--- src/rtl/fpsg_pkg.sv ---
package fpsg_pkg;
  // One sample of the frame-pulse line per active bit-clock edge
  typedef struct packed {
    logic tick;
    logic level;
  } sampleEv_t;

  // Strobes and state passed from the style control to the generator
  typedef struct packed {
    logic frameStart;
    logic styleValid;
    logic styleHigh;
  } genCtl_t;
endpackage

--- src/rtl/fpEdgeSampler.sv ---
module fpEdgeSampler
  import fpsg_pkg::*;
#(
  parameter int SYNC_STAGES = 2
) (
  input  logic      clk,
  input  logic      rstN,
  input  logic      c8In,
  input  logic      fpIn,
  input  logic      cfgRiseEdge,
  output sampleEv_t ev
);
  // one extra stage on the clock path gives the previous level for edge detection
  logic [SYNC_STAGES:0]   c8Pipe;
  logic [SYNC_STAGES-1:0] fpPipe;

  generate
    if (SYNC_STAGES == 1) begin : g_oneStage
      always_ff @(posedge clk or negedge rstN) begin
        if (!rstN) begin
          c8Pipe <= '0;
          fpPipe <= '0;
        end else begin
          c8Pipe <= {c8Pipe[0], c8In};
          fpPipe <= fpIn;
        end
      end
    end else begin : g_multiStage
      always_ff @(posedge clk or negedge rstN) begin
        if (!rstN) begin
          c8Pipe <= '0;
          fpPipe <= '0;
        end else begin
          c8Pipe <= {c8Pipe[SYNC_STAGES-1:0], c8In};
          fpPipe <= {fpPipe[SYNC_STAGES-2:0], fpIn};
        end
      end
    end
  endgenerate

  logic c8Cur, c8Prev;
  assign c8Cur  = c8Pipe[SYNC_STAGES-1];
  assign c8Prev = c8Pipe[SYNC_STAGES];

  always_comb begin
    ev.tick  = cfgRiseEdge ? (c8Cur & ~c8Prev) : (~c8Cur & c8Prev);
    ev.level = fpPipe[SYNC_STAGES-1];
  end
endmodule

--- src/rtl/fpStyleCtrl.sv ---
module fpStyleCtrl
  import fpsg_pkg::*;
#(
  parameter int C8_PER_FRAME = 1024
) (
  input  logic      clk,
  input  logic      rstN,
  input  sampleEv_t ev,
  input  logic      cfgDoubleWidth,
  output genCtl_t   gc,
  output logic      widthErr
);
  localparam int WIN_W = $clog2(C8_PER_FRAME);
  localparam int CNT_W = WIN_W + 1;
  localparam logic [WIN_W-1:0] WIN_LAST  = WIN_W'(C8_PER_FRAME - 1);
  localparam logic [CNT_W-1:0] HALF_WIN  = CNT_W'(C8_PER_FRAME / 2);

  logic [WIN_W-1:0] winCnt;
  logic [CNT_W-1:0] highCnt;
  logic             prevVote, havePrev;
  logic             styleValid, styleHigh, frameStart;
  logic [1:0]       runLen;

  logic [CNT_W-1:0] highNext;
  logic             winEnd, voteLow, lockHit, newHigh, flip, isActive;
  logic [1:0]       wantLen;

  always_comb begin
    highNext = highCnt + CNT_W'(ev.level);
    winEnd   = (winCnt == WIN_LAST);
    voteLow  = (highNext > HALF_WIN);        // mostly high line: active-low pulse
    lockHit  = winEnd && havePrev && (voteLow == prevVote);
    newHigh  = ~voteLow;
    flip     = lockHit && (newHigh != styleHigh);
    isActive = (ev.level == styleHigh);
    wantLen  = cfgDoubleWidth ? 2'd2 : 2'd1;
  end

  always_ff @(posedge clk or negedge rstN) begin
    if (!rstN) begin
      winCnt     <= '0;
      highCnt    <= '0;
      prevVote   <= 1'b0;
      havePrev   <= 1'b0;
      styleValid <= 1'b0;
      styleHigh  <= 1'b0;
      runLen     <= '0;
      frameStart <= 1'b0;
      widthErr   <= 1'b0;
    end else begin
      frameStart <= 1'b0;
      if (ev.tick) begin
        // frame-length voting window
        winCnt  <= winEnd ? '0 : winCnt + 1'b1;
        highCnt <= winEnd ? '0 : highNext;
        if (winEnd) begin
          prevVote <= voteLow;
          havePrev <= 1'b1;
        end
        if (lockHit) begin
          styleValid <= 1'b1;
          styleHigh  <= newHigh;
        end
        // pulse run measurement
        if (flip) begin
          runLen <= '0;
        end else if (isActive) begin
          runLen <= (runLen == 2'd3) ? 2'd3 : runLen + 1'b1;
        end else begin
          if (runLen != 2'd0 && styleValid) begin
            if (runLen == wantLen) frameStart <= 1'b1;
            else                   widthErr   <= 1'b1;
          end
          runLen <= '0;
        end
      end
    end
  end

  always_comb begin
    gc.frameStart = frameStart;
    gc.styleValid = styleValid;
    gc.styleHigh  = styleHigh;
  end
endmodule

--- src/rtl/fpPulseGen.sv ---
module fpPulseGen
  import fpsg_pkg::*;
#(
  parameter int OVS          = 16,
  parameter int C8_PER_FRAME = 1024
) (
  input  logic    clk,
  input  logic    rstN,
  input  genCtl_t gc,
  input  logic    cfgDoubleWidth,
  input  logic    cfgOutPol,
  output logic    fp8Out,
  output logic    fp16Out,
  output logic    c8Out,
  output logic    c16Out
);
  localparam int FRAME   = OVS * C8_PER_FRAME;
  localparam int POS_W   = $clog2(FRAME);
  localparam int LOG_OVS = $clog2(OVS);
  localparam logic [POS_W-1:0] POS_LAST = POS_W'(FRAME - 1);
  localparam logic [POS_W-1:0] TH8_S    = POS_W'(FRAME - OVS);
  localparam logic [POS_W-1:0] TH8_D    = POS_W'(FRAME - 2 * OVS);
  localparam logic [POS_W-1:0] TH16_S   = POS_W'(FRAME - OVS / 2);
  localparam logic [POS_W-1:0] TH16_D   = POS_W'(FRAME - OVS);

  logic [POS_W-1:0] pos;

  always_ff @(posedge clk or negedge rstN) begin
    if (!rstN)              pos <= '0;
    else if (gc.frameStart) pos <= '0;
    else                    pos <= (pos == POS_LAST) ? '0 : pos + 1'b1;
  end

  logic [LOG_OVS-1:0] phase;
  logic               act8, act16;

  always_comb begin
    phase  = pos[LOG_OVS-1:0];
    c8Out  = cfgOutPol ^ phase[LOG_OVS-1];
    c16Out = cfgOutPol ^ phase[LOG_OVS-2];
    act8   = (pos >= (cfgDoubleWidth ? TH8_D  : TH8_S));
    act16  = (pos >= (cfgDoubleWidth ? TH16_D : TH16_S));
    if (gc.styleValid) begin
      fp8Out  = act8  ? gc.styleHigh : ~gc.styleHigh;
      fp16Out = act16 ? gc.styleHigh : ~gc.styleHigh;
    end else begin
      fp8Out  = 1'b1;
      fp16Out = 1'b1;
    end
  end
endmodule

--- src/rtl/fpStyleGen.sv ---
module fpStyleGen
  import fpsg_pkg::*;
#(
  parameter int OVS          = 16,
  parameter int C8_PER_FRAME = 1024,
  parameter int SYNC_STAGES  = 2
) (
  input  logic clk,
  input  logic rstN,
  input  logic c8In,
  input  logic fpIn,
  input  logic cfgDoubleWidth,
  input  logic cfgRiseEdge,
  input  logic cfgOutPol,
  output logic frameStart,
  output logic styleValid,
  output logic styleHigh,
  output logic widthErr,
  output logic fp8Out,
  output logic fp16Out,
  output logic c8Out,
  output logic c16Out
);
  sampleEv_t ev;
  genCtl_t   gc;

  fpEdgeSampler #(.SYNC_STAGES(SYNC_STAGES)) i_sampler (
    .clk(clk), .rstN(rstN), .c8In(c8In), .fpIn(fpIn),
    .cfgRiseEdge(cfgRiseEdge), .ev(ev)
  );

  fpStyleCtrl #(.C8_PER_FRAME(C8_PER_FRAME)) i_ctrl (
    .clk(clk), .rstN(rstN), .ev(ev), .cfgDoubleWidth(cfgDoubleWidth),
    .gc(gc), .widthErr(widthErr)
  );

  fpPulseGen #(.OVS(OVS), .C8_PER_FRAME(C8_PER_FRAME)) i_gen (
    .clk(clk), .rstN(rstN), .gc(gc), .cfgDoubleWidth(cfgDoubleWidth),
    .cfgOutPol(cfgOutPol), .fp8Out(fp8Out), .fp16Out(fp16Out),
    .c8Out(c8Out), .c16Out(c16Out)
  );

  assign frameStart = gc.frameStart;
  assign styleValid = gc.styleValid;
  assign styleHigh  = gc.styleHigh;
endmodule

--- config.mk ---
export PLATFORM = sky130hd
export DESIGN_NAME = fpStyleGen
export DESIGN_NICKNAME = d
export VERILOG_FILES = /design/src/rtl/fpsg_pkg.sv /design/src/rtl/fpEdgeSampler.sv /design/src/rtl/fpStyleCtrl.sv /design/src/rtl/fpPulseGen.sv /design/src/rtl/fpStyleGen.sv
export SDC_FILE = /design/constraint.sdc
export NUM_CORES = 1
export LEC_CHECK = 0
export BUFFER_PORTS_ARGS = -buffer_cell sky130_fd_sc_hd__buf_4
export CORE_MARGIN = 8
export CORE_UTILIZATION = 48
export DETAILED_ROUTE_END_ITERATION = 8
export PLACE_DENSITY_LB_ADDON = 0.08
export SYNTH_ARGS = -nofsm -noshare
export SYNTH_HDL_FRONTEND = slang
export SYNTH_HIERARCHICAL = 1
export SYNTH_SLANG_ARGS = --single-unit
--- constraint.sdc ---
create_clock -name clk -period 4.85 [get_ports clk]
set_input_delay 1.2125 -clock clk [delete_from_list [all_inputs] [get_ports clk]]
set_output_delay 1.2125 -clock clk [all_outputs]
set_load 0.005 [all_outputs]
# Word level (Yosys, flattened, before mapping)
# Index checks and enable logic that the tools add are counted.
# Widths: inputs -> output; s select.
word_totals:
  rom_bits: 0
  ram_bits: 0
  latchBits: 0
  input_bits: 7
  wordCells: 65
  memories: 0
  output_inout_bits: 8
  regBits: 48
classes:
  n_eq_ne: 7
  magnitude_cmp: 3
  n_bitwise: 11
  n_addsub: 4
  reduce_logical: 8
  n_div: 0
  n_mul: 0
  n_mux: 20
  shift: 0
ops:
  columns: ["cell", "count"]
  rows:
  - ["$ge 14x14->1", 2]
  - ["$mux 14", 2]
  - ["$add 14x1->14 const B", 1]
  - ["$eq 14x14->1 const B", 1]
  - ["$add 11x1->11", 1]
  - ["$gt 11x10->1 const B", 1]
  - ["$mux 11", 1]
  - ["$add 10x1->10 const B", 1]
  - ["$eq 10x10->1 const B", 1]
  - ["$mux 1", 10]
  - ["$mux 10", 1]
  - ["$mux 2", 4]
  - ["$not 1->1", 7]
  - ["$mux 5", 1]
  - ["$reduce_and 5->1", 1]
  - ["$logic_and 1x1->1", 4]
  - ["$mux 4", 1]
  - ["$reduce_and 2->1", 2]
  - ["$add 2x1->2 const B", 1]
  - ["$and 1x1->1", 2]
  - ["$eq 1x1->1", 2]
  - ["$eq 2x2->1", 1]
  - ["$eq 2x2->1 const B", 1]
  - ["$reduce_bool 2->1", 1]
  - ["other kinds (2)", 3]

# Longest topological paths before layout
# Gate-level depths: netlist of run 1.
depth:
  depth_word: 7
  mapped_depth: 13
  mapped_depth_nobuf: 9

# Hierarchy
# Netlist of run 1, hierarchy kept.
modules_own_cells:
  columns: ["mod", "cells_per_inst", "seq_area_each_um2", "instances", "area_each_um2"]
  rows:
  - ["fpStyleCtrl", 179, 725.7, 1, 1709.1]
  - ["fpPulseGen", 90, 350.3, 1, 855.8]
  - ["fpEdgeSampler", 9, 125.1, 1, 155.1]

# Worst setup path before layout of run 1
# Ideal clock, no wire load.
synth_timing:
  path_kind: "input port to output port"
  from: "in cfgDoubleWidth"
  to: "out fp16Out"
  path_buffers: 0
  path_stages: 6
  required_ns: 3.638
  setup_slack_ns: 1.234
  arrival_time_ns: 2.403
  cell_sequence: "inv_1 > ha_1 > or4b_1 > a21oi_1 > a41oi_1 > o21ai_0"
synth_between:
  elab_chain_len: 4
synth_rtl:
  columns: ["element", "line_no", "text"]
  rows:
  - ["start: declaration", "fpStyleGen.sv:12", "input logic cfgDoubleWidth,"]
  - ["$mux 4", "fpPulseGen.sv:42", "act16 = (pos >= (cfgDoubleWidth ? TH16_D : TH16_S));"]
  - ["$ge 14x14->1", "fpPulseGen.sv:42", null]
  - ["$mux 1", "fpPulseGen.sv:45", "fp16Out = act16 ? gc.styleHigh : ~gc.styleHigh;"]
  - ["$mux 1", "fpPulseGen.sv:43", "if (gc.styleValid) begin"]
  - ["end: declaration", "fpStyleGen.sv:20", "output logic fp16Out,"]
# No other way between the ends.

# Worst setup path in the final report of run 1
# Ends and elaborated chain as after synthesis.

==> summary.md, run 1 <==
| Metric | Value |
|---|---|
| Status | `complete, no violations` |
| Die Ht | `91.3 µm` |
| Port buffer count | `14` |
| Critical Path End Type | `output port` |
| Final period util | `0.804` |
| Mux share of post-synthesis cell area | `0.0267` |
| Met1 usage | `0.167` |
| Hold path depth | `0` |
| Sequential Area | `0.00120 mm²` |
| First-pass GRT wire length | `9.36 mm` |
| Post-synthesis cell type count | `55` |
| Final setup vio count | `0` |
| CP Launch Type | `input pin` |
| CTS Sinks | `48` |
| Most used cell, CP | `buf_4` |
| Core ar. | `0.00551 mm²` |
| Via density | `5.51` |
| Number of diodes | `0` |
| PwrDens | `330 mW/mm²` |
| Syn avg cell area | `9.78 µm²` |
| Hold EP | `i_sampler/fpPipe[1]` |
| Post-synth top flop | `dfrtp_1` |
| Delay-heaviest family, CP | `simple AND/OR/NAND/NOR gates` |
| Synthesized cell area | `0.00272 mm²` |
| DP Wirelength | `3.56 mm` |
| Share of the synthesized area in the top cell type | `0.442` |
| WL/cell | `14.5 µm` |
| Maximum single-stage delay on the critical path | `0.43 ns` |
| Final Cell Area | `0.00291 mm²` |
| Clk_lat worst skew | `0.30 ns` |
| Achievable Freq | `256 MHz` |
| Largest family of logic cells by synthesized area | `simple AND/OR/NAND/NOR gates` |
| GRT overflow | `0` |
| Vias in the first global route | `2,043` |
| Total Power | `0.000961 W` |
| Worst EP arrival | `2.69 ns` |
| M3 GR Usage | `0.0280` |
| Synth Area in Adders | `0.0322` |
| Vias | `1,963` |
| CP max stage cell | `or4b_1` |
| Critical-path cell list | `buf_4 -> inv_1 -> ha_1 -> or4b_1 -> a21oi_1 -> and4bb_2 -> o21ai_0 -> buf_4` |
| WHS | `0.356 ns` |
| Final Wtd Congestion | `0.787` |
| Nets | `297` |
| FFs w/ async S/R, synth | `1.00` |
| Clock Path Buffers | `2` |
| CTS H-tree lvls | `2` |
| Synth Area in Compound Gates | `0.149` |
| DRC viols | `0` |
| Root Buffer Master | `clkbuf_8` |
| Setup bufs post-CTS | `0` |
| Initial DRC Count | `74` |
| RR Endpoint | `i_ctrl/frameStart` |
| Number of synthesized register bits | `48` |
| Initial DRT Pass Iterations | `4` |
| Final Hold Fails | `0` |
| Synth Warn # | `6` |
| Initial Util | `0.494` |
| GR met2 Demand/Resource | `0.220` |
| Post_cts resized | `0` |
| Min-delay src | `i_sampler/fpPipe[0]` |
| Seq/Total Area, Yosys | `0.442` |
| Fin crit period | `3.90 ns` |
| Cts hold-fix bufs | `0` |
| Leak Pwr | `1.26 nW` |
| FP Rows | `27` |
| Fillcell total | `494` |
| Rel. slew slack | `0.591` |
| Actual slew at the worst max-slew pin | `0.614 ns` |
| Sum of buffers and inverters on the critical path | `3` |
| Tot GR Track Use | `0.134` |
| Worst min path class | `reg2reg` |
| Number of buffers created by CTS | `5` |
| Xor/xnor share of the synthesized area | `0.0708` |
| R2R setup slack | `2.10 ns` |
| Post-route ant nets | `0` |
| WS Path Type | `in2out` |
| I/O pin count | `15` |
| Area leader, netlist | `dfrtp_1` |
| Post-synthesis cell count | `278` |
| Area of the die | `0.00833 mm²` |
| Worst-path clk slew | `0.09 ns` |
| Post-synth EDFFs | `0` |
| Setup tns final | `0 ns` |
| Syn nets | `292` |
| DP Area | `0.00280 mm²` |
| GR peak layer | `met2` |
| Unrepaired setup endpoints after global routing | `no` |
| Placed cells | `348` |
| Worst path required time | `3.64 ns` |
| Simple-gate area share of the yosys netlist | `0.216` |
| Post-Route WL | `5.16 mm` |
| Die width | `91.3 µm` |
| Area growth syn-to-layout | `6.99%` |
| Ratio of cells with drive above 1 in the final layout | `0.137` |
| CP Max Fanout | `3` |
| Reg-to-reg critical path startpoint | `i_sampler/fpPipe[1]` |
| Peak VDD IR | `0.221 mV` |
| Largest net degree at the start of global routing | `49` |
| Final max-slew violation count | `0` |
| Layout Skew | `0.0128 ns` |
| Initial antenna violation count | `0` |
| CTS tree | `built` |
| Synth top area cells | `dfrtp_1 (44%), xor2_1 (4.2%), nand2_1 (3.4%), o21ai_0 (3.3%), ha_1 (3.2%)` |
| Worst r2r path cells | `9` |
| Multi-input gate area | `0.00135 mm²` |
| Count of max-cap constraint violations | `0` |
| Fin cells | `356` |
## routing by layer
metal / wire, µm / part of all wire
met1: 2590 / 0.50
met2: 2350 / 0.46
met3: 155 / 0.030
met4: 68 / 0.013
met5: 0 / 0
## stage by stage
step	util	worst slack, ns
floorplan	-	1.23
global placement	0.508	0.976
detailed placement	0.508	0.956
CTS	0.529	0.945
global route	0.529	0.838
finish	0.529	0.948
## where the power goes
group / switching, W / leakage (nW) / internal (W)
Clock: 0.000135 / 0.0541 / 0.000153
Combinational: 0.0000817 / 0.602 / 0.0000829
Sequential: 0.0000626 / 0.607 / 0.000446
Total: 0.000279 / 1.26 / 0.000681
## synth_stat cells, types with 2 or more instances
library cell   n
nand2_1       25
or4b_1         2
nand2b_1       4
and3_1         4
buf_4          6
a41oi_1        2
mux2i_1        5
o2bb2ai_1      5
and4_1         4
xor2_1        13
or2_2          3
clkbuf_1       4
a22o_1         2
nor2b_1        3
nor2_1        22
and4bb_2       2
xnor2_1        9
ha_1           7
o21ai_0       18
or3_1          2
inv_1         10
nand3_1       12
and2_1         2
o31ai_1        7
buf_6          5
nand4_1        9
buf_2          2
a21oi_1       13
dfrtp_1       48
nor3_1         2
mux2_2         2
## worst max path at each step
stage	startpoint	end	slack [ns]	depth (start not counted)
2_1_floorplan	cfgDoubleWidth	fp16Out	1.23	6
3_3_place_gp	cfgDoubleWidth	fp16Out	0.98	8
3_5_place_dp	cfgDoubleWidth	fp16Out	0.96	8
4_1_cts	cfgDoubleWidth	fp16Out	0.95	8
5_1_grt	cfgDoubleWidth	fp16Out	0.84	8
6_report	cfgDoubleWidth	fp16Out	0.95	8
## cells by family after synthesis
family | count (synthesis)
compound gates | 60
xor+xnor | 22
fa+ha+maj | 7
buf+inv | 29
flops | 48
mux | 7
simple gates | 105
## state kept, by name (all words and copies together) (netlist names)
signal,cells
i_ctrl/highCnt,11
i_ctrl/havePrev,1
i_gen/pos,14
i_ctrl/runLen,2
i_ctrl/styleHigh,1
i_ctrl/styleValid,1
i_sampler/c8Pipe,3
i_ctrl/winCnt,10
i_ctrl/frameStart,1
i_ctrl/prevVote,1
i_ctrl/widthErr,1
i_sampler/fpPipe,2
## layout by cell type, fill, tap and decap left out, drive strengths merged, types with 3 or more instances in the layout
cell,Yosys,final
and2,3,3
nand4,10,10
nand3,12,12
mux2i,5,5
dfrtp,48,48
o2bb2ai,5,5
o21ai,20,20
xor2,13,13
nand2b,4,4
nor2,23,23
nor2b,3,3
ha,7,7
buf,13,16
o31ai,7,7
xnor2,9,9
a21oi,13,13
or2,3,3
and3,4,4
nand2,25,25
nor3,3,3
and4,5,5
inv,10,10
clkbuf,5,5
## area by class of cell
type / instances / area share
clock buffer: 5 / 0.0236
clock inverter: 3 / 0.0146
inverter: 11 / 0.0142
multi-input combinational: 201 / 0.463
sequential: 48 / 0.413
tap: 72 / 0.0310
timing repair buffer: 16 / 0.0413
(Power assumes the default switching activity.)
==> inputs of run 2 (changes only) <==
--- a/config.mk
+++ b/config.mk
@@ -5,6 +5,7 @@
 export SDC_FILE = /design/constraint.sdc
 export NUM_CORES = 1
 export LEC_CHECK = 0
+export ABC_AREA = 1
 export BUFFER_PORTS_ARGS = -buffer_cell sky130_fd_sc_hd__buf_4
 export CORE_MARGIN = 8
 export CORE_UTILIZATION = 48
==> constraint.sdc (replaced) <==
create_clock -name clk -period 3.5 [get_ports clk]
set_input_delay 0.875 -clock clk [delete_from_list [all_inputs] [get_ports clk]]
set_output_delay 0.875 -clock clk [all_outputs]
set_load 0.005 [all_outputs]
==> run 2 against run 1 <==
Core utilization is 1.7 points higher; design area rose by 3.2%; clock-buffer cell count is 1 higher; synthesized cell count grew 27%; clock power increased by 48%; via count rose by 11%; clock skew down 0.0076 ns; routed wire length is 4.3% higher; sequential power grew 58%; register-to-register slack got worse by 0.76 ns; critical path depth up 2; largest cell class unchanged.
==> summary.md, run 2 <==
| Metric | Value |
|---|---|
| FFs w/ async S/R, synth | `1.00 (unchanged)` |
| Setup tns final | `0 ns (unchanged)` |
| Fin cells | `441 (+24%)` |
| Worst setup path startpoint | `cfgDoubleWidth` |
| WS Path Type | `in2out` |
| CP Max Fanout | `3 (unchanged)` |
| Port buffer count | `14 (unchanged)` |
| Status | `complete, no violations` |
| Vias | `2,181 (+11%)` |
| Via density | `4.95 (-10%)` |
| Die Ht | `91.3 µm (about the same)` |
| Core ar. | `0.00551 mm² (unchanged)` |
| Fillcell total | `526 (+6.5%)` |
| Area of the die | `0.00833 mm² (about the same)` |
| Worst min path class | `reg2reg` |
| Unrepaired setup endpoints after global routing | `no` |
| Rel. slew slack | `0.605 (+0.0139)` |
| Initial antenna violation count | `0 (unchanged)` |
| Met1 Wirelength | `2.51 mm (-3.1%)` |
| Final max-slew violation count | `0 (unchanged)` |
| Root Buffer Master | `clkbuf_8` |
| Top cells by count, synth | `nand2_1 (83), inv_1 (55), dfrtp_1 (48)` |
| Setup ws final | `0.695 ns (-0.253 ns)` |
| Initial Util | `0.494 (about the same)` |
| FP Rows | `27 (unchanged)` |
| Fin crit period | `2.80 ns` |
| Number of synthesized register bits | `48 (unchanged)` |
| Worst-path clk slew | `0.09 ns (about the same)` |
| Post-route ant nets | `0 (unchanged)` |
| Peak VDD IR | `0.323 mV (+46%)` |
| GRT overflow | `0 (unchanged)` |
| Largest net degree at the start of global routing | `49 (unchanged)` |
| Syn nets | `366 (+25%)` |
| Tot GR Track Use | `0.141 (+0.00719)` |
| Reg-to-reg critical path startpoint | `i_sampler/fpPipe[1]` |
| Reg power frac | `0.457 (-0.072)` |
| Share of the synthesized area in the top cell type | `0.441 (about the same)` |
| Worst EP arrival | `1.93 ns (-0.76 ns)` |
| Leading registers by flop count | `i_gen/pos (14), i_ctrl/highCnt (11), i_ctrl/winCnt (10)` |
| Final Wtd Congestion | `0.855 (+8.7%)` |
| Min-delay src | `i_sampler/c8Pipe[0]` |
| Switching share of power | `0.364 (+0.0729)` |
| Synthesized cell area | `0.00272 mm² (about the same)` |
| Area growth syn-to-layout | `10.3%` |
| Post-synthesis cell type count | `33 (-40%)` |
| Worst slack, placed | `0.701 ns (-0.255 ns)` |
| DR top layer | `met4` |
| Nets | `382 (+29%)` |
| Number of diodes | `0 (unchanged)` |
| Vias in the first global route | `2,183 (+6.9%)` |
| Post_cts resized | `0 (unchanged)` |
| Most flops, register | `i_gen/pos` |
| Worst path required time | `2.62 ns (-1.02 ns)` |
| Seq/Total Area, Yosys | `0.441 (about the same)` |
| Achievable Freq | `357 MHz` |
| Final Hold Fails | `0 (unchanged)` |
| DRC viols | `0 (unchanged)` |
| I/O pin count | `15 (unchanged)` |
| P_int | `0.00112 W (+64%)` |
| PwrDens | `586 mW/mm² (+77%)` |
| Setup bufs post-CTS | `0 (unchanged)` |
| First-pass GRT wire length | `9.74 mm (+4.0%)` |
| Initial DRC Count | `111 (+50%)` |
| Hold path depth | `0 (unchanged)` |
| Clk_lat worst skew | `0.30 ns (about the same)` |
| Final period util | `0.801` |
| Post-Route WL | `5.39 mm (+4.3%)` |
| CP Launch Type | `input pin` |
| Commonest cells after routing, fill and taps aside | `nand2_1 (83), inv_1 (55), dfrtp_1 (48), nor2_1 (43), nand3_1 (23)` |
| Synth Warn # | `6 (unchanged)` |
| Worst r2r path cells | `15 (+6)` |
| Top-count cell post-synth | `nand2_1` |
| DP Wirelength | `4.03 mm (+13%)` |
| Final setup vio count | `0 (unchanged)` |
| Syn avg cell area | `7.73 µm² (-21%)` |
| Layout Skew | `0.00518 ns (-0.00758 ns)` |
| Leak Pwr | `1.51 nW (+19%)` |
| Count of max-cap constraint violations | `0 (unchanged)` |
| Comb pwr share | `0.302 (+0.131)` |
| Cts hold-fix bufs | `0 (unchanged)` |
| Post-synth EDFFs | `0 (unchanged)` |
| CTS Sinks | `48 (unchanged)` |
| Clock Path Buffers | `2 (unchanged)` |
| Switch Pwr | `0.000640 W (+130%)` |
| Initial DRT Pass Iterations | `4 (unchanged)` |
| Number of flip-flops in the largest register | `14 (unchanged)` |
| Synth top area cells | `dfrtp_1 (44%), nand2_1 (11%), inv_1 (7.6%), nor2_1 (5.9%), xor2_1 (4.5%)` |
| Clk network pwr share | `0.241 (-0.059)` |
| Most common cell after layout, fill and taps aside | `nand2_1` |
| Area leader, netlist | `dfrtp_1` |
| Number of buffers created by CTS | `5 (unchanged)` |
| CTS H-tree lvls | `2 (unchanged)` |
| Actual slew at the worst max-slew pin | `0.593 ns (-0.0208 ns)` |
| WL/cell | `12.2 µm (-16%)` |
| DR WL met3 | `246 µm (+59%)` |
| Post-synthesis cell count | `352 (+27%)` |
| Ratio of cells with drive above 1 in the final layout | `0.144 (+0.00631)` |
| Die width | `91.3 µm (about the same)` |
| CTS tree | `built` |
| Placed cells | `433 (+24%)` |
| Met2 WL post-DR | `2.52 mm (+7.3%)` |
| Critical Path End Type | `output port` |
| Post-synth top flop | `dfrtp_1` |
## run 2: cell count changes after synthesis, moves of 7 or more
cell,delta
nand2_1,+58
inv_1,+45
nor2_1,+21
nand3_1,+11
nor2_2,+10
a21oi_1,-9
o21ai_0,-8
o22ai_1,+8
xnor2_1,-8
nand2_2,+7
o31ai_1,-7
## run 2: worst paths after layout
check | slack (ns) | endpoint
min in group asynchronous | 0.58 | i_sampler/c8Pipe[1]
worst min register to register | 0.36 | i_sampler/c8Pipe[1]
worst min-delay path | 0.36 | i_sampler/c8Pipe[1]
worst max-delay path | 0.70 | fp16Out
worst max register to register | 1.34 | i_ctrl/widthErr
max in group asynchronous | 2.52 | i_ctrl/highCnt[2]
## run 2: cell type report
class	instances	area (µm²)	area share
Clock buffer	6	82.6	0.0275
Clock inverter	2	38.8	0.0129
Inverter	58	220	0.0733
Multi-Input combinational cell	240	1260	0.419
Sequential cell	48	1200	0.400
Tap cell	72	90.1	0.0300
Timing Repair Buffer	15	113	0.0375
## run 2: cells by family (layout without fill, tap and decap cells)
| kind of cell | count (synthesis) | in the layout | synth area share |
|---|---|---|---|
| AOI/OAI and AO/OA | 27 | 27 | 0.0593 |
| xor gates and xnor gates | 15 | 15 | 0.0483 |
| adders and majority gates | 7 | 7 | 0.0322 |
| buffers and inverters | 64 | 81 | 0.0966 |
| DFF | 48 | 48 | 0.441 |
| and+or+nand+nor | 191 | 191 | 0.322 |
## run 2: layer usage
metal  vias up  track usage
met5         -            0
met4         0       0.0532
met3        11       0.0354
met2        28        0.241
met1      1010        0.166
li1       1132            -
## run 2: power groups by stage
stage	Sequential (W)	Combinational, W	Clock, W
floorplan	0.000784	0.000422	0
global placement	0.000812	0.000526	0
detailed placement	0.000814	0.000535	0
CTS	0.000803	0.000538	0.000439
global route	0.000825	0.000623	0.000461
finish	0.000804	0.000531	0.000425
## run 2: worst max-delay path, stage by stage
cell and delay [ns]:
buf_4 0.09, inv_1 0.07, ha_1 0.30, nand2_1 0.05
nor2_1 0.09, nand2_1 0.05, o21ai_0 0.16, nand2_1 0.07
nand3_1 0.07, buf_4 0.11
## run 2: through the flow
stage | instance area (µm²) | utilization | power (W) | hold WS [ns]
6_report | 3000 | 0.545 | 0.00176 | 0.356
5_1_grt | 3000 | 0.545 | 0.00191 | 0.363
4_1_cts | 3000 | 0.545 | 0.00178 | 0.358
3_5_place_dp | 2880 | 0.523 | 0.00135 | 0.336
3_3_place_gp | 2880 | 0.523 | 0.00134 | 0.333
2_1_floorplan | 2720 | - | 0.00121 | 0.331
==> inputs of run 3 (changes only) <==
--- a/config.mk
+++ b/config.mk
@@ -5,7 +5,7 @@
 export SDC_FILE = /design/constraint.sdc
 export NUM_CORES = 1
 export LEC_CHECK = 0
-export ABC_AREA = 1
+export ABC_AREA = 0
 export BUFFER_PORTS_ARGS = -buffer_cell sky130_fd_sc_hd__buf_4
 export CORE_MARGIN = 8
 export CORE_UTILIZATION = 48
==> constraint.sdc (replaced) <==
create_clock -name clk -period 2.9 [get_ports clk]
set_input_delay 0.725 -clock clk [delete_from_list [all_inputs] [get_ports clk]]
set_output_delay 0.725 -clock clk [all_outputs]
set_load 0.005 [all_outputs]
==> run 3 against run 2 <==
Via count down 7.1%; clock power up 24%; routed wire length fell by 1.7%; global-route usage down 0.89 points; largest cell class unchanged; critical endpoint unchanged; combinational power fell by 46%; design area increased by 0.83%; highest routed layer unchanged.
==> summary.md, run 3 (synthesized netlist as in run 1, its figures left out) <==
| Metric | Value |
|---|---|
| Status | `complete, no violations` |
| Clk_lat worst skew | `0.30 ns (about the same)` |
| CTS H-tree lvls | `2 (unchanged)` |
| Die Ht | `91.3 µm (about the same)` |
| Final Hold Fails | `0 (unchanged)` |
| Final Cell Area | `0.00303 mm² (+0.83%)` |
| Count of max-cap constraint violations | `0 (unchanged)` |
| GRT overflow | `0 (unchanged)` |
| Via density | `5.58 (+13%)` |
| Root Buffer Master | `clkbuf_8` |
| DP Area | `0.00284 mm² (-1.6%)` |
| Final Wtd Congestion | `0.782 (-8.5%)` |
| Critical-path cell list | `buf_8 -> inv_4 -> ha_4 -> or4b_4 -> a21oi_4 -> and4bb_2 -> o21ai_2 -> buf_4` |
| Reg-to-reg critical path startpoint | `i_sampler/fpPipe[1]` |
| Largest net degree at the start of global routing | `49 (unchanged)` |
| Post-Route WL | `5.29 mm (-1.7%)` |
| Final setup vio count | `0 (unchanged)` |
| Actual slew at the worst max-slew pin | `0.609 ns (+0.0165 ns)` |
| Min-delay src | `i_sampler/fpPipe[0]` |
| Worst-path clk slew | `0.08 ns (about the same)` |
| WS Path Type | `in2out` |
| Die width | `91.3 µm (about the same)` |
| Number of diodes | `0 (unchanged)` |
| Commonest cells after routing, fill and taps aside | `dfrtp_1 (47), nand2_1 (25), nor2_1 (22), buf_4 (22), o21ai_0 (17)` |
| Total Power | `0.00167 W (-5.3%)` |
| CP Launch Type | `input pin` |
| Nets | `304 (-20%)` |
| DRC viols | `0 (unchanged)` |
| Post-route ant nets | `0 (unchanged)` |
| WL/cell | `14.6 µm (+19%)` |
| Worst min path class | `reg2reg` |
| Initial DRC Count | `66 (-41%)` |
| Final max-slew violation count | `0 (unchanged)` |
| Port buffer count | `14 (unchanged)` |
| Initial Util | `0.494 (about the same)` |
| Most common cell after layout, fill and taps aside | `dfrtp_1` |
| Vias in the first global route | `1,935 (-11%)` |
| Peak VDD IR | `0.266 mV (-18%)` |
| Final period util | `0.994` |
| Ratio of cells with drive above 1 in the final layout | `0.186 (+0.0419)` |
| Worst path required time | `2.17 ns (-0.45 ns)` |
| Vias | `2,026 (-7.1%)` |
| CP Max Fanout | `2 (-1)` |
| Fin crit period | `2.88 ns` |
| I/O pin count | `15 (unchanged)` |
| CTS tree | `built` |
| Cts hold-fix bufs | `0 (unchanged)` |
| Worst setup path startpoint | `cfgDoubleWidth` |
| PwrDens | `550 mW/mm² (-6.1%)` |
| Clock Path Buffers | `2 (unchanged)` |
| Number of flip-flops in the largest register | `14 (unchanged)` |
| Rel. slew slack | `0.594 (-0.0110)` |
| Worst EP arrival | `2.16 ns (+0.23 ns)` |
| Maximum single-stage delay on the critical path | `0.47 ns (+0.17 ns)` |
| DP Wirelength | `3.64 mm (-9.7%)` |
| Area of the die | `0.00833 mm² (about the same)` |
| Core ar. | `0.00551 mm² (unchanged)` |
| FP Rows | `27 (unchanged)` |
| Critical Path End Type | `output port` |
| Initial antenna violation count | `0 (unchanged)` |
| Unrepaired setup endpoints after global routing | `yes` |
| CP max stage cell | `or4b_4` |
| Leading registers by flop count | `i_gen/pos (14), i_ctrl/highCnt (11), i_ctrl/winCnt (10)` |
| Achievable Freq | `347 MHz` |
| Tot GR Track Use | `0.132 (-0.00889)` |
| CTS Sinks | `48 (unchanged)` |
| Leak Pwr | `1.31 nW (-13%)` |
| R2R setup slack | `0.36 ns (-0.98 ns)` |
| Area growth syn-to-layout | `11.3%` |
| Number of buffers created by CTS | `5 (unchanged)` |
| Layout Skew | `0.00445 ns (-0.000737 ns)` |
| Initial DRT Pass Iterations | `4 (unchanged)` |
| First-pass GRT wire length | `9.10 mm (-6.6%)` |
| Most flops, register | `i_gen/pos` |
-- run 3: changes by cell type in the layout (fill, tap and decap cells not counted), moves of 7 or more --
cell     change
nand2_1     -58
inv_1       -47
nor2_1      -21
nand3_1     -11
nor2_2      -10
a21oi_1      +8
o22ai_1      -8
xnor2_1      +8
buf_4        +7
nand2_2      -7
o21ai_0      +7
o31ai_1      +7
-- run 3: power breakdown --
part / switching, W / total, W / internal, W
Clock: 0.000224 / 0.000528 / 0.000304
Combinational: 0.000140 / 0.000287 / 0.000147
Sequential: 0.000105 / 0.000850 / 0.000745
Total: 0.000468 / 0.00167 / 0.00120
-- run 3: critical path: cells and delay by family --
kind | cells | cell delay [ns]
simple gates | 2 | 0.72
compound gates | 2 | 0.24
fa+ha+maj | 1 | 0.23
buf+inv | 3 | 0.24
-- run 3: final timing paths --
path	to	depth (start not counted)
setup / recovery	fp16Out	8
hold / removal	i_sampler/fpPipe[1]	0
setup reg to reg	i_ctrl/frameStart	9
hold reg to reg	i_sampler/fpPipe[1]	0
max in group asynchronous	i_gen/pos[3]	1
min in group asynchronous	i_ctrl/runLen[1]	1
-- run 3: final cells by class --
type | instances | area, µm²
well taps | 72 | 90.1
flip-flops and latches | 48 | 1200
multi-input cells | 201 | 1390
inverters | 11 | 43.8
clock buffers | 7 | 96.3
fillers | 493 | 2480
repair buffers | 23 | 180
clock inverters | 1 | 30.0
-- run 3: routing by layer --
layer,vias to the layer above,global-route usage,share of wire
met2,36,0.214,0.46
met3,5,0.0346,0.046
met5,-,0,0
met4,0,0.0477,0.0091
met1,971,0.165,0.49
li1,1014,-,-
-- run 3: through the flow --
step	setup TNS [ns]	instances	util	setup WS (ns)	hold slack, ns
2_1_floorplan	0	278	-	0.259	0.331
3_3_place_gp	0	353	0.515	0.00672	0.333
3_5_place_dp	-0.0596	353	0.515	-0.0596	0.341
4_1_cts	0	361	0.539	0.00427	0.362
5_1_grt	-0.0137	363	0.550	-0.0137	0.366
6_report	0	363	0.550	0.0184	0.360
-- run 3: repair_timing --
action	in CTS	in global routing
endpoints found under the setup margin	1	1
gates resized for setup	3	10
pin swaps	1	2
hold endpoints to repair	0	0
setup buffers	0	2
